--- src/rtl/flash_pw_pkg.sv ---
package flash_pw_pkg;
  localparam logic [7:0] OFS_CMD    = 8'h00;
  localparam logic [7:0] OFS_ADR0   = 8'h10;
  localparam logic [7:0] OFS_ADR1   = 8'h14;
  localparam logic [7:0] OFS_ADR2   = 8'h18;
  localparam logic [7:0] OFS_BYTE   = 8'h1C;
  localparam logic [7:0] OFS_USE    = 8'h64;
  localparam logic [7:0] OFS_PAGE   = 8'h98;
  localparam logic [7:0] OFS_WIDTH  = 8'hCC;
  localparam logic [7:0] OFS_ADR3   = 8'hC8;

  localparam logic [7:0] TRIG_PAGE  = 8'h10;
  localparam logic [7:0] TRIG_BYTE  = 8'h90;
  localparam logic [7:0] OP_PROGRAM = 8'h02;

  typedef enum logic [1:0] {
    SQ_IDLE  = 2'd0,
    SQ_SEND  = 2'd1,
    SQ_DRAIN = 2'd2
  } seq_state_e;
endpackage

--- src/rtl/fpw_regs.sv ---
module fpw_regs
  import flash_pw_pkg::*;
#(
  parameter int MODE_DELAY = 4
) (
  input  logic        clk,
  input  logic        rst_n,
  input  logic        req_valid,
  output logic        req_ready,
  input  logic        req_write,
  input  logic [7:0]  req_addr,
  input  logic [31:0] req_wdata,
  output logic        rsp_valid,
  output logic [31:0] rsp_rdata,
  input  logic        busy,
  input  logic [7:0]  cmd_status,
  input  logic        byte_done,
  output logic        start_page,
  output logic        start_byte,
  output logic [31:0] addr_q,
  output logic        four_byte,
  output logic [7:0]  byte_data,
  output logic        use_page,
  output logic        use_grant,
  output logic        page_wr_en,
  output logic [31:0] page_wr_data
);
  localparam int DCW = (MODE_DELAY > 1) ? $clog2(MODE_DELAY) : 1;

  logic          wr_acc, rd_acc;
  logic          use_req;
  logic [DCW-1:0] dly_cnt;
  logic          grant_now;

  assign req_ready = !(busy && req_write);
  assign wr_acc    = req_valid && req_ready && req_write;
  assign rd_acc    = req_valid && req_ready && !req_write;

  assign start_page = wr_acc && (req_addr == OFS_CMD) && (req_wdata[7:0] == TRIG_PAGE) && use_page;
  assign start_byte = wr_acc && (req_addr == OFS_CMD) && (req_wdata[7:0] == TRIG_BYTE);
  assign page_wr_en   = wr_acc && (req_addr == OFS_PAGE) && use_page;
  assign page_wr_data = req_wdata;

  // Hand-over of the shared storage: the granted use follows the request
  // only after it has differed for MODE_DELAY cycles.
  assign grant_now = (use_req != use_page) && (dly_cnt == DCW'(MODE_DELAY - 1));
  assign use_grant = grant_now && use_req;

  always_ff @(posedge clk or negedge rst_n) begin
    if (!rst_n) begin
      use_req  <= 1'b0;
      use_page <= 1'b0;
      dly_cnt  <= '0;
    end else begin
      if (wr_acc && req_addr == OFS_USE) use_req <= req_wdata[0];
      if (use_req == use_page) begin
        dly_cnt <= '0;
      end else if (grant_now) begin
        use_page <= use_req;
        dly_cnt  <= '0;
      end else begin
        dly_cnt <= dly_cnt + 1'b1;
      end
    end
  end

  always_ff @(posedge clk or negedge rst_n) begin
    if (!rst_n) begin
      addr_q    <= '0;
      four_byte <= 1'b0;
      byte_data <= '0;
    end else begin
      if (byte_done) begin
        addr_q <= addr_q + 32'd1;
      end else if (wr_acc) begin
        case (req_addr)
          OFS_ADR0:  addr_q[7:0]   <= req_wdata[7:0];
          OFS_ADR1:  addr_q[15:8]  <= req_wdata[7:0];
          OFS_ADR2:  addr_q[23:16] <= req_wdata[7:0];
          OFS_ADR3:  addr_q[31:24] <= req_wdata[7:0];
          OFS_BYTE:  byte_data     <= req_wdata[7:0];
          OFS_WIDTH: four_byte     <= req_wdata[4];
          default: ;
        endcase
      end
    end
  end

  logic [31:0] rd_mux;
  always_comb begin
    case (req_addr)
      OFS_CMD:   rd_mux = {24'd0, cmd_status};
      OFS_ADR0:  rd_mux = {24'd0, addr_q[7:0]};
      OFS_ADR1:  rd_mux = {24'd0, addr_q[15:8]};
      OFS_ADR2:  rd_mux = {24'd0, addr_q[23:16]};
      OFS_ADR3:  rd_mux = {24'd0, addr_q[31:24]};
      OFS_BYTE:  rd_mux = {24'd0, byte_data};
      OFS_USE:   rd_mux = {31'd0, use_page};
      OFS_WIDTH: rd_mux = {27'd0, four_byte, 4'd0};
      default:   rd_mux = 32'd0;
    endcase
  end

  always_ff @(posedge clk or negedge rst_n) begin
    if (!rst_n) begin
      rsp_valid <= 1'b0;
      rsp_rdata <= '0;
    end else begin
      rsp_valid <= rd_acc;
      if (rd_acc) rsp_rdata <= rd_mux;
    end
  end

  p_grant_follows_req_r2: assert property (@(posedge clk) disable iff (!rst_n)
    (use_page != $past(use_page)) |-> (use_page == $past(use_req)));

  p_addr_hold_busy_r9: assert property (@(posedge clk) disable iff (!rst_n)
    (busy && !byte_done) |=> $stable(addr_q));

  p_rsp_one_cycle_r9: assert property (@(posedge clk) disable iff (!rst_n)
    (rsp_valid && !$past(rd_acc)) |-> 1'b0);
endmodule

--- src/rtl/fpw_page_buf.sv ---
module fpw_page_buf #(
  parameter int PAGE_BYTES = 128,
  parameter int WORD_BYTES = 4
) (
  input  logic                          clk,
  input  logic                          rst_n,
  input  logic                          clear,
  input  logic                          wr_en,
  input  logic [8*WORD_BYTES-1:0]       wr_data,
  input  logic [$clog2(PAGE_BYTES)-1:0] rd_idx,
  output logic [7:0]                    rd_byte
);
  localparam int WORDS = PAGE_BYTES / WORD_BYTES;
  localparam int PW    = $clog2(WORDS + 1);
  localparam int WIW   = $clog2(WORDS);
  localparam int BSW   = $clog2(WORD_BYTES);

  logic [8*WORD_BYTES-1:0] mem [WORDS];
  logic [PW-1:0]           wptr;
  logic                    full;

  assign full = (wptr == PW'(WORDS));

  always_ff @(posedge clk or negedge rst_n) begin
    if (!rst_n)                wptr <= '0;
    else if (clear)            wptr <= '0;
    else if (wr_en && !full)   wptr <= wptr + 1'b1;
  end

  for (genvar w = 0; w < WORDS; w++) begin : g_word
    always_ff @(posedge clk or negedge rst_n) begin
      if (!rst_n) mem[w] <= '0;
      else if (!clear && wr_en && !full && wptr == PW'(w)) mem[w] <= wr_data;
    end
  end

  logic [8*WORD_BYTES-1:0] rd_word;
  assign rd_word = mem[rd_idx[$clog2(PAGE_BYTES)-1:BSW]];
  assign rd_byte = rd_word[8*rd_idx[BSW-1:0] +: 8];

  p_ptr_bound_r1: assert property (@(posedge clk) disable iff (!rst_n)
    wptr <= PW'(WORDS));

  p_full_holds_r1: assert property (@(posedge clk) disable iff (!rst_n)
    (full && !clear) |=> full);

  p_clear_rewinds_r3: assert property (@(posedge clk) disable iff (!rst_n)
    clear |=> (wptr == '0));

  localparam int UNUSED_WIW = WIW;
endmodule

--- src/rtl/fpw_spi_tx.sv ---
module fpw_spi_tx #(
  parameter int SCK_HALF = 2
) (
  input  logic       clk,
  input  logic       rst_n,
  input  logic       byte_valid,
  output logic       byte_ready,
  input  logic [7:0] byte_in,
  output logic       sck,
  output logic       mosi
);
  localparam int DW = (SCK_HALF > 1) ? $clog2(SCK_HALF) : 1;

  logic          active;
  logic [7:0]    shreg;
  logic [2:0]    bitn;
  logic [DW-1:0] div;
  logic          phase_end;

  assign byte_ready = !active;
  assign mosi       = shreg[7];
  assign phase_end  = (div == DW'(SCK_HALF - 1));

  always_ff @(posedge clk or negedge rst_n) begin
    if (!rst_n) begin
      active <= 1'b0;
      shreg  <= '0;
      bitn   <= '0;
      div    <= '0;
      sck    <= 1'b0;
    end else if (!active) begin
      if (byte_valid) begin
        active <= 1'b1;
        shreg  <= byte_in;
        bitn   <= '0;
        div    <= '0;
        sck    <= 1'b0;
      end
    end else if (!phase_end) begin
      div <= div + 1'b1;
    end else begin
      div <= '0;
      if (!sck) begin
        sck <= 1'b1;
      end else begin
        sck <= 1'b0;
        if (bitn == 3'd7) begin
          active <= 1'b0;
        end else begin
          bitn  <= bitn + 1'b1;
          shreg <= {shreg[6:0], 1'b0};
        end
      end
    end
  end

  p_sck_idle_low_r8: assert property (@(posedge clk) disable iff (!rst_n)
    !active |-> !sck);

  p_mosi_stable_high_r8: assert property (@(posedge clk) disable iff (!rst_n)
    (sck && $past(sck)) |-> $stable(mosi));
endmodule

--- src/rtl/flash_page_writer.sv ---
module flash_page_writer
  import flash_pw_pkg::*;
#(
  parameter int PAGE_BYTES = 128,
  parameter int SCK_HALF   = 2,
  parameter int MODE_DELAY = 4
) (
  input  logic        clk,
  input  logic        rst_n,
  input  logic        req_valid,
  output logic        req_ready,
  input  logic        req_write,
  input  logic [7:0]  req_addr,
  input  logic [31:0] req_wdata,
  output logic        rsp_valid,
  output logic [31:0] rsp_rdata,
  output logic        spi_cs_n,
  output logic        spi_sck,
  output logic        spi_mosi
);
  localparam int BIW = $clog2(PAGE_BYTES);
  localparam int IW  = $clog2(PAGE_BYTES + 6);

  seq_state_e     state;
  logic           kind_page;
  logic [IW-1:0]  idx, last_idx, addr_n, data_idx;
  logic           busy, start_page, start_byte, byte_done, page_done;
  logic [31:0]    addr_q;
  logic           four_byte, use_page, use_grant, page_wr_en;
  logic [31:0]    page_wr_data;
  logic [7:0]     byte_data, buf_byte, tx_byte, cmd_status;
  logic           tx_valid, tx_ready;

  assign busy       = (state != SQ_IDLE);
  assign spi_cs_n   = !busy;
  assign cmd_status = busy ? (kind_page ? TRIG_PAGE : TRIG_BYTE) : 8'h00;

  fpw_regs #(.MODE_DELAY(MODE_DELAY)) u_regs (
    .clk(clk), .rst_n(rst_n),
    .req_valid(req_valid), .req_ready(req_ready), .req_write(req_write),
    .req_addr(req_addr), .req_wdata(req_wdata),
    .rsp_valid(rsp_valid), .rsp_rdata(rsp_rdata),
    .busy(busy), .cmd_status(cmd_status), .byte_done(byte_done),
    .start_page(start_page), .start_byte(start_byte),
    .addr_q(addr_q), .four_byte(four_byte), .byte_data(byte_data),
    .use_page(use_page), .use_grant(use_grant),
    .page_wr_en(page_wr_en), .page_wr_data(page_wr_data)
  );

  assign addr_n   = four_byte ? IW'(4) : IW'(3);
  assign last_idx = addr_n + (kind_page ? IW'(PAGE_BYTES) : IW'(1));
  assign data_idx = idx - addr_n - IW'(1);

  fpw_page_buf #(.PAGE_BYTES(PAGE_BYTES), .WORD_BYTES(4)) u_buf (
    .clk(clk), .rst_n(rst_n),
    .clear(use_grant || page_done),
    .wr_en(page_wr_en), .wr_data(page_wr_data),
    .rd_idx(data_idx[BIW-1:0]), .rd_byte(buf_byte)
  );

  // Byte selection: opcode, address bytes high to low, then payload.
  logic [IW-1:0] addr_sel;
  assign addr_sel = addr_n - idx;
  always_comb begin
    if (idx == '0)           tx_byte = OP_PROGRAM;
    else if (idx <= addr_n)  tx_byte = addr_q[8*addr_sel[1:0] +: 8];
    else if (kind_page)      tx_byte = buf_byte;
    else                     tx_byte = byte_data;
  end

  assign tx_valid = (state == SQ_SEND);

  fpw_spi_tx #(.SCK_HALF(SCK_HALF)) u_tx (
    .clk(clk), .rst_n(rst_n),
    .byte_valid(tx_valid), .byte_ready(tx_ready), .byte_in(tx_byte),
    .sck(spi_sck), .mosi(spi_mosi)
  );

  logic finish;
  assign finish    = (state == SQ_DRAIN) && tx_ready;
  assign page_done = finish && kind_page;
  assign byte_done = finish && !kind_page;

  always_ff @(posedge clk or negedge rst_n) begin
    if (!rst_n) begin
      state     <= SQ_IDLE;
      kind_page <= 1'b0;
      idx       <= '0;
    end else begin
      case (state)
        SQ_IDLE: begin
          if (start_page || start_byte) begin
            state     <= SQ_SEND;
            kind_page <= start_page;
            idx       <= '0;
          end
        end
        SQ_SEND: begin
          if (tx_ready) begin
            if (idx == last_idx) state <= SQ_DRAIN;
            else                 idx   <= idx + 1'b1;
          end
        end
        SQ_DRAIN: begin
          if (tx_ready) state <= SQ_IDLE;
        end
        default: state <= SQ_IDLE;
      endcase
    end
  end

  p_sck_low_deselected_r8: assert property (@(posedge clk) disable iff (!rst_n)
    spi_cs_n |-> !spi_sck);

  p_deselect_after_last_bit_r4: assert property (@(posedge clk) disable iff (!rst_n)
    $rose(spi_cs_n) |-> $past(tx_ready));

  p_no_write_while_busy_r9: assert property (@(posedge clk) disable iff (!rst_n)
    (!spi_cs_n && req_valid && req_write) |-> !req_ready);

  p_idx_bound_r4: assert property (@(posedge clk) disable iff (!rst_n)
    busy |-> (idx <= last_idx));
endmodule

--- config.mk ---
export PLATFORM = sky130hd
export DESIGN_NAME = flash_page_writer
export DESIGN_NICKNAME = d
export VERILOG_FILES = /design/src/rtl/flash_pw_pkg.sv /design/src/rtl/fpw_regs.sv /design/src/rtl/fpw_page_buf.sv /design/src/rtl/fpw_spi_tx.sv /design/src/rtl/flash_page_writer.sv
export SDC_FILE = /design/constraint.sdc
export NUM_CORES = 2
export LEC_CHECK = 0
export BUFFER_PORTS_ARGS = -buffer_cell sky130_fd_sc_hd__buf_2
export CORE_AREA = 2 2 328 330
export DETAILED_ROUTE_END_ITERATION = 8
export DIE_AREA = 0 0 330 332
export PLACE_DENSITY = 0.65
export SETUP_SLACK_MARGIN = 0.2
export SLEW_MARGIN = 20
export SYNTH_ARGS = -nofsm -noshare
export SYNTH_HDL_FRONTEND = slang
export SYNTH_SLANG_ARGS = --single-unit
--- constraint.sdc ---
create_clock -name clk -period 4.55 [get_ports clk]
set_clock_uncertainty 0.2 [all_clocks]
set_input_delay 0.455 -clock clk [delete_from_list [all_inputs] [get_ports clk]]
set_output_delay 0.455 -clock clk [all_outputs]
set_load 0.02 [all_outputs]
==> run summary <==
Mux contribution to synthesized area - 0.294
Largest net degree at the start of global routing - 102
Final Cycle Share - 0.938
Post-synth EDFFs - 0
Die height - 332 microns
Critical path, cell by cell - ha_1 > inv_1 > fa_1 > and2b_1 > nor3_2 > or2_4 > buf_12 > buf_4 > mux2i_1 > mux4_2 > a22o_1 > o21ai_0 > nand4_1 > a31oi_1
Initial antenna violation count - 7
TritonCTS Sinks - 1109
Vias in the first global route - 35.8k
Vias - 36.5k
Full die area - 110000 sq um
Relative max-transition margin - 0.268
Max-Cap Viols - 0
Startpoint types - flop
Final min period - 4.27 ns
CTS tree - yes
RSZ-0062 raised after global routing - false
Die Wd - 330 microns
Net Sw Power - 4.44 mW
Total power - 20.0 mW
Starting DRC count in detailed routing - 3930
Initial Util - 0.496
WL/cell - 29.6 microns
Post-synthesis xor/xnor area fraction - 0.00347
Flop pwr share - 0.493
Syn avg cell area - 12.7 sq um
Area fraction in compound gates after synthesis - 0.0597
Worst path required time - 4.99 ns
Place WS - -0.0520 ns
Cells after Synth - 4144
Worst vdd ir - 0.000285 V
Sw Ratio - 0.222
Number of remaining DRC errors - 6
CP Buf/Inv Count - 3
Fin nets - 4231
Placed Instances - 5440
YS warnings - 0
Antenna Violating Nets Remaining - 0
Crit-path max FO - 9
Main synth FF type - dfrtp_1
Count of final hold-check violations - 0
Distinct cells, synth - 91
Max incr delay on CP - 0.50 ns
Bufs on Longest Clock Path - 3
Detailed placement HPWL - 101 mm
Failing checks - DRC
Sequential element share of the synthesized area - 0.526
Clock latency on the worst-skew pair - 0.72 ns
Root Driver - clkbuf_16
Adder-cell share of the synthesized area - 0.00418
CTS buffer count - 114
WL final - 168 mm
Layout Area Growth over Synthesis - 12.7%
Worst Path Arrival - 4.71 ns
Cell Area, Synth - 52700 sq um
Number of setup violations in the final report - 0
Combinational Power Share - 0.022
Ys async rst share - 1.00
Reg clk slew, reported paths - 0.06 ns
Fin cells - 5667
Core Area - 106000 sq um
Row count - 120
Clock network power share - 0.485
CP Capture Type - flop
FF+latch count, synth - 1109
Drt pass-1 iters - 9
Least-Margin Pin Slew - 1.10 ns
Final core utilization - 0.559
Run status - finished with violations
Worst hold path class - primary input to flop
Final setup slack of the worst path - 0.284 ns
Total negative slack - 0 ns
Vias/cell - 6.44
Final GP Congestion - 0.903
I/O pin count - 81
Final max-slew violation count - 0
Post-Synth Simple-Gate Area - 0.0739
Layout cells sized above 1 - 0.397
PortBufs - 56
Main combinational cell family by area after synthesis - multiplexers
P_leak - 29.1 nW
Remaining Overflow, GRT - 0
Setup CP Type - flop to flop
Fmax - 0.234 GHz
H-tree levels - 3
Pwr/cell area - 337 nW/um^2
CP delay by family, top - simple AND/OR/NAND/NOR gates
Gr usage total - 0.306
Total internal power - 15.6 mW
First-pass GRT wire length - 248 mm
Critical Path Slowest Stage Cell - fa_1
==> power groups by stage <==
stage	sequential (mW)	combinational, mW	clock (mW)
global route	9.86	0.501	10.2
CTS	9.86	0.451	9.80
floorplan	10.0	0.143	0
global placement	10.0	0.448	0
finish	9.86	0.440	9.71
detailed placement	10.0	0.449	0
==> cells in the final DEF, fill, tap and decap left out, types with 9 or more instances in the layout <==
master / synthesis / layout
dfrtp_1: 1109 / 1109
mux2_2: 1033 / 1033
nand2_1: 435 / 418
buf_4: 50 / 174
nand3_1: 168 / 152
clkbuf_16: 0 / 116
mux2i_1: 113 / 113
mux4_2: 113 / 113
a21oi_1: 82 / 79
nor2_1: 81 / 78
o21ai_0: 72 / 72
buf_2: 143 / 55
a32oi_1: 52 / 52
a31oi_1: 51 / 51
buf_12: 0 / 43
and3_1: 37 / 37
nand4_1: 30 / 30
clkbuf_8: 0 / 30
inv_1: 24 / 24
conb_1: 1 / 24
a211oi_1: 24 / 23
o22ai_1: 23 / 23
clkinv_2: 0 / 21
clkbuf_1: 174 / 20
nand2_2: 1 / 18
a311oi_1: 20 / 17
nand3_2: 1 / 16
mux2_1: 16 / 16
nor3_1: 18 / 15
ha_1: 16 / 15
a22oi_1: 14 / 14
a21o_1: 13 / 12
nor4_1: 12 / 11
and2_1: 10 / 10
o211ai_1: 10 / 10
xor2_1: 11 / 10
or3_1: 9 / 9
a222oi_1: 9 / 9
bufinv_16: 0 / 9
==> state kept, by name (all words and copies together), names as in the netlist <==
signal            cells
u_regs.use_req        1
u_buf.wptr            6
u_tx.bitn             3
idx                   8
u_buf.mem          1024
u_regs.dly_cnt        2
u_tx.shreg            8
u_regs.use_page       1
u_regs.byte_data      8
state                 2
u_regs.addr_q        32
u_regs.four_byte      1
u_regs.rsp_rdata      8
kind_page             1
u_tx.div              1
u_tx.sck              1
u_regs.rsp_valid      1
u_tx.active           1
==> final timing paths <==
check / from / end / cells after the start / slack, ns
max: idx[0] / u_tx.shreg[7] / 14 / 0.28
min: req_addr[7] / u_buf.wptr[0] / 4 / 0.05
max reg2reg: idx[0] / u_tx.shreg[7] / 14 / 0.28
min reg2reg: u_regs.dly_cnt[0] / u_regs.dly_cnt[0] / 1 / 0.24
max in group asynchronous: rst_n / u_buf.mem[643] / 3 / 2.73
min in group asynchronous: rst_n / u_regs.addr_q[17] / 2 / 0.27
==> tightest hold or removal path: stages <==
cell and delay, ns:
buf_2 0.15, nand2_1 0.09, or4_4 0.15, o21ai_0 0.07
==> cell usage after synthesis, types with 18 or more instances <==
master / instances / area share
a211oi_1: 24 / 0.0034
a21oi_1: 82 / 0.0078
a311oi_1: 20 / 0.0033
a31oi_1: 51 / 0.0061
a32oi_1: 52 / 0.0086
and3_1: 37 / 0.0044
buf_1: 18 / 0.0013
buf_2: 143 / 0.014
buf_4: 50 / 0.0071
clkbuf_1: 174 / 0.012
dfrtp_1: 1109 / 0.53
inv_1: 24 / 0.0017
mux2_2: 1033 / 0.22
mux2i_1: 113 / 0.021
mux4_2: 113 / 0.048
nand2_1: 435 / 0.031
nand3_1: 168 / 0.016
nand4_1: 30 / 0.0036
nor2_1: 81 / 0.0058
nor3_1: 18 / 0.0017
o21ai_0: 72 / 0.0068
o22ai_1: 23 / 0.0027
==> timing repair <==
item,CTS,global route
endpoints found under the setup margin,6,8
buffers inserted,0,13
endpoints found under the hold margin,76,0
hold buffers,2,0
gates cloned,1,1
pin swaps,1,2
resized for setup,4,19
==> logic make-up (layout without fill, tap and decap cells) <==
kind of cell	after synthesis	count (layout)
other cells	1	29
fa+ha+maj	17	17
xor+xnor	20	20
compound gates	452	452
simple gates	851	853
flops	1109	1109
mux	1276	1276
buf+inv	418	508
==> final cells by class <==
cell class / count / area, sq um
diodes: 5 / 12.5
fillers: 8716 / 46900
well taps: 1403 / 1760
multi-input cells: 2642 / 23400
inverters: 24 / 90.1
clock inverters: 39 / 483
flip-flops and latches: 1109 / 27800
repair buffers: 279 / 2520
clock buffers: 166 / 3390
==> per-stage QoR <==
step | area [sq um] | hold WS, ns
after floorplan | 52800 | -0.0406
after global placement | 55200 | 0.225
after detailed placement | 55200 | 0.238
after CTS | 59200 | 0.0241
after global routing | 59400 | 0.0741
final | 59400 | 0.0450
==> routing by layer <==
layer | track usage | up-vias | wire length [microns] | part of all wire
met5 | 0 | - | 34 | 0.00020
met4 | 0.122 | 6 | 7160 | 0.043
met3 | 0.0600 | 409 | 13800 | 0.083
met2 | 0.465 | 1623 | 76500 | 0.46
met1 | 0.431 | 19300 | 70100 | 0.42
li1 | - | 15100 | - | -
Power figures use the tool's default switching activity.
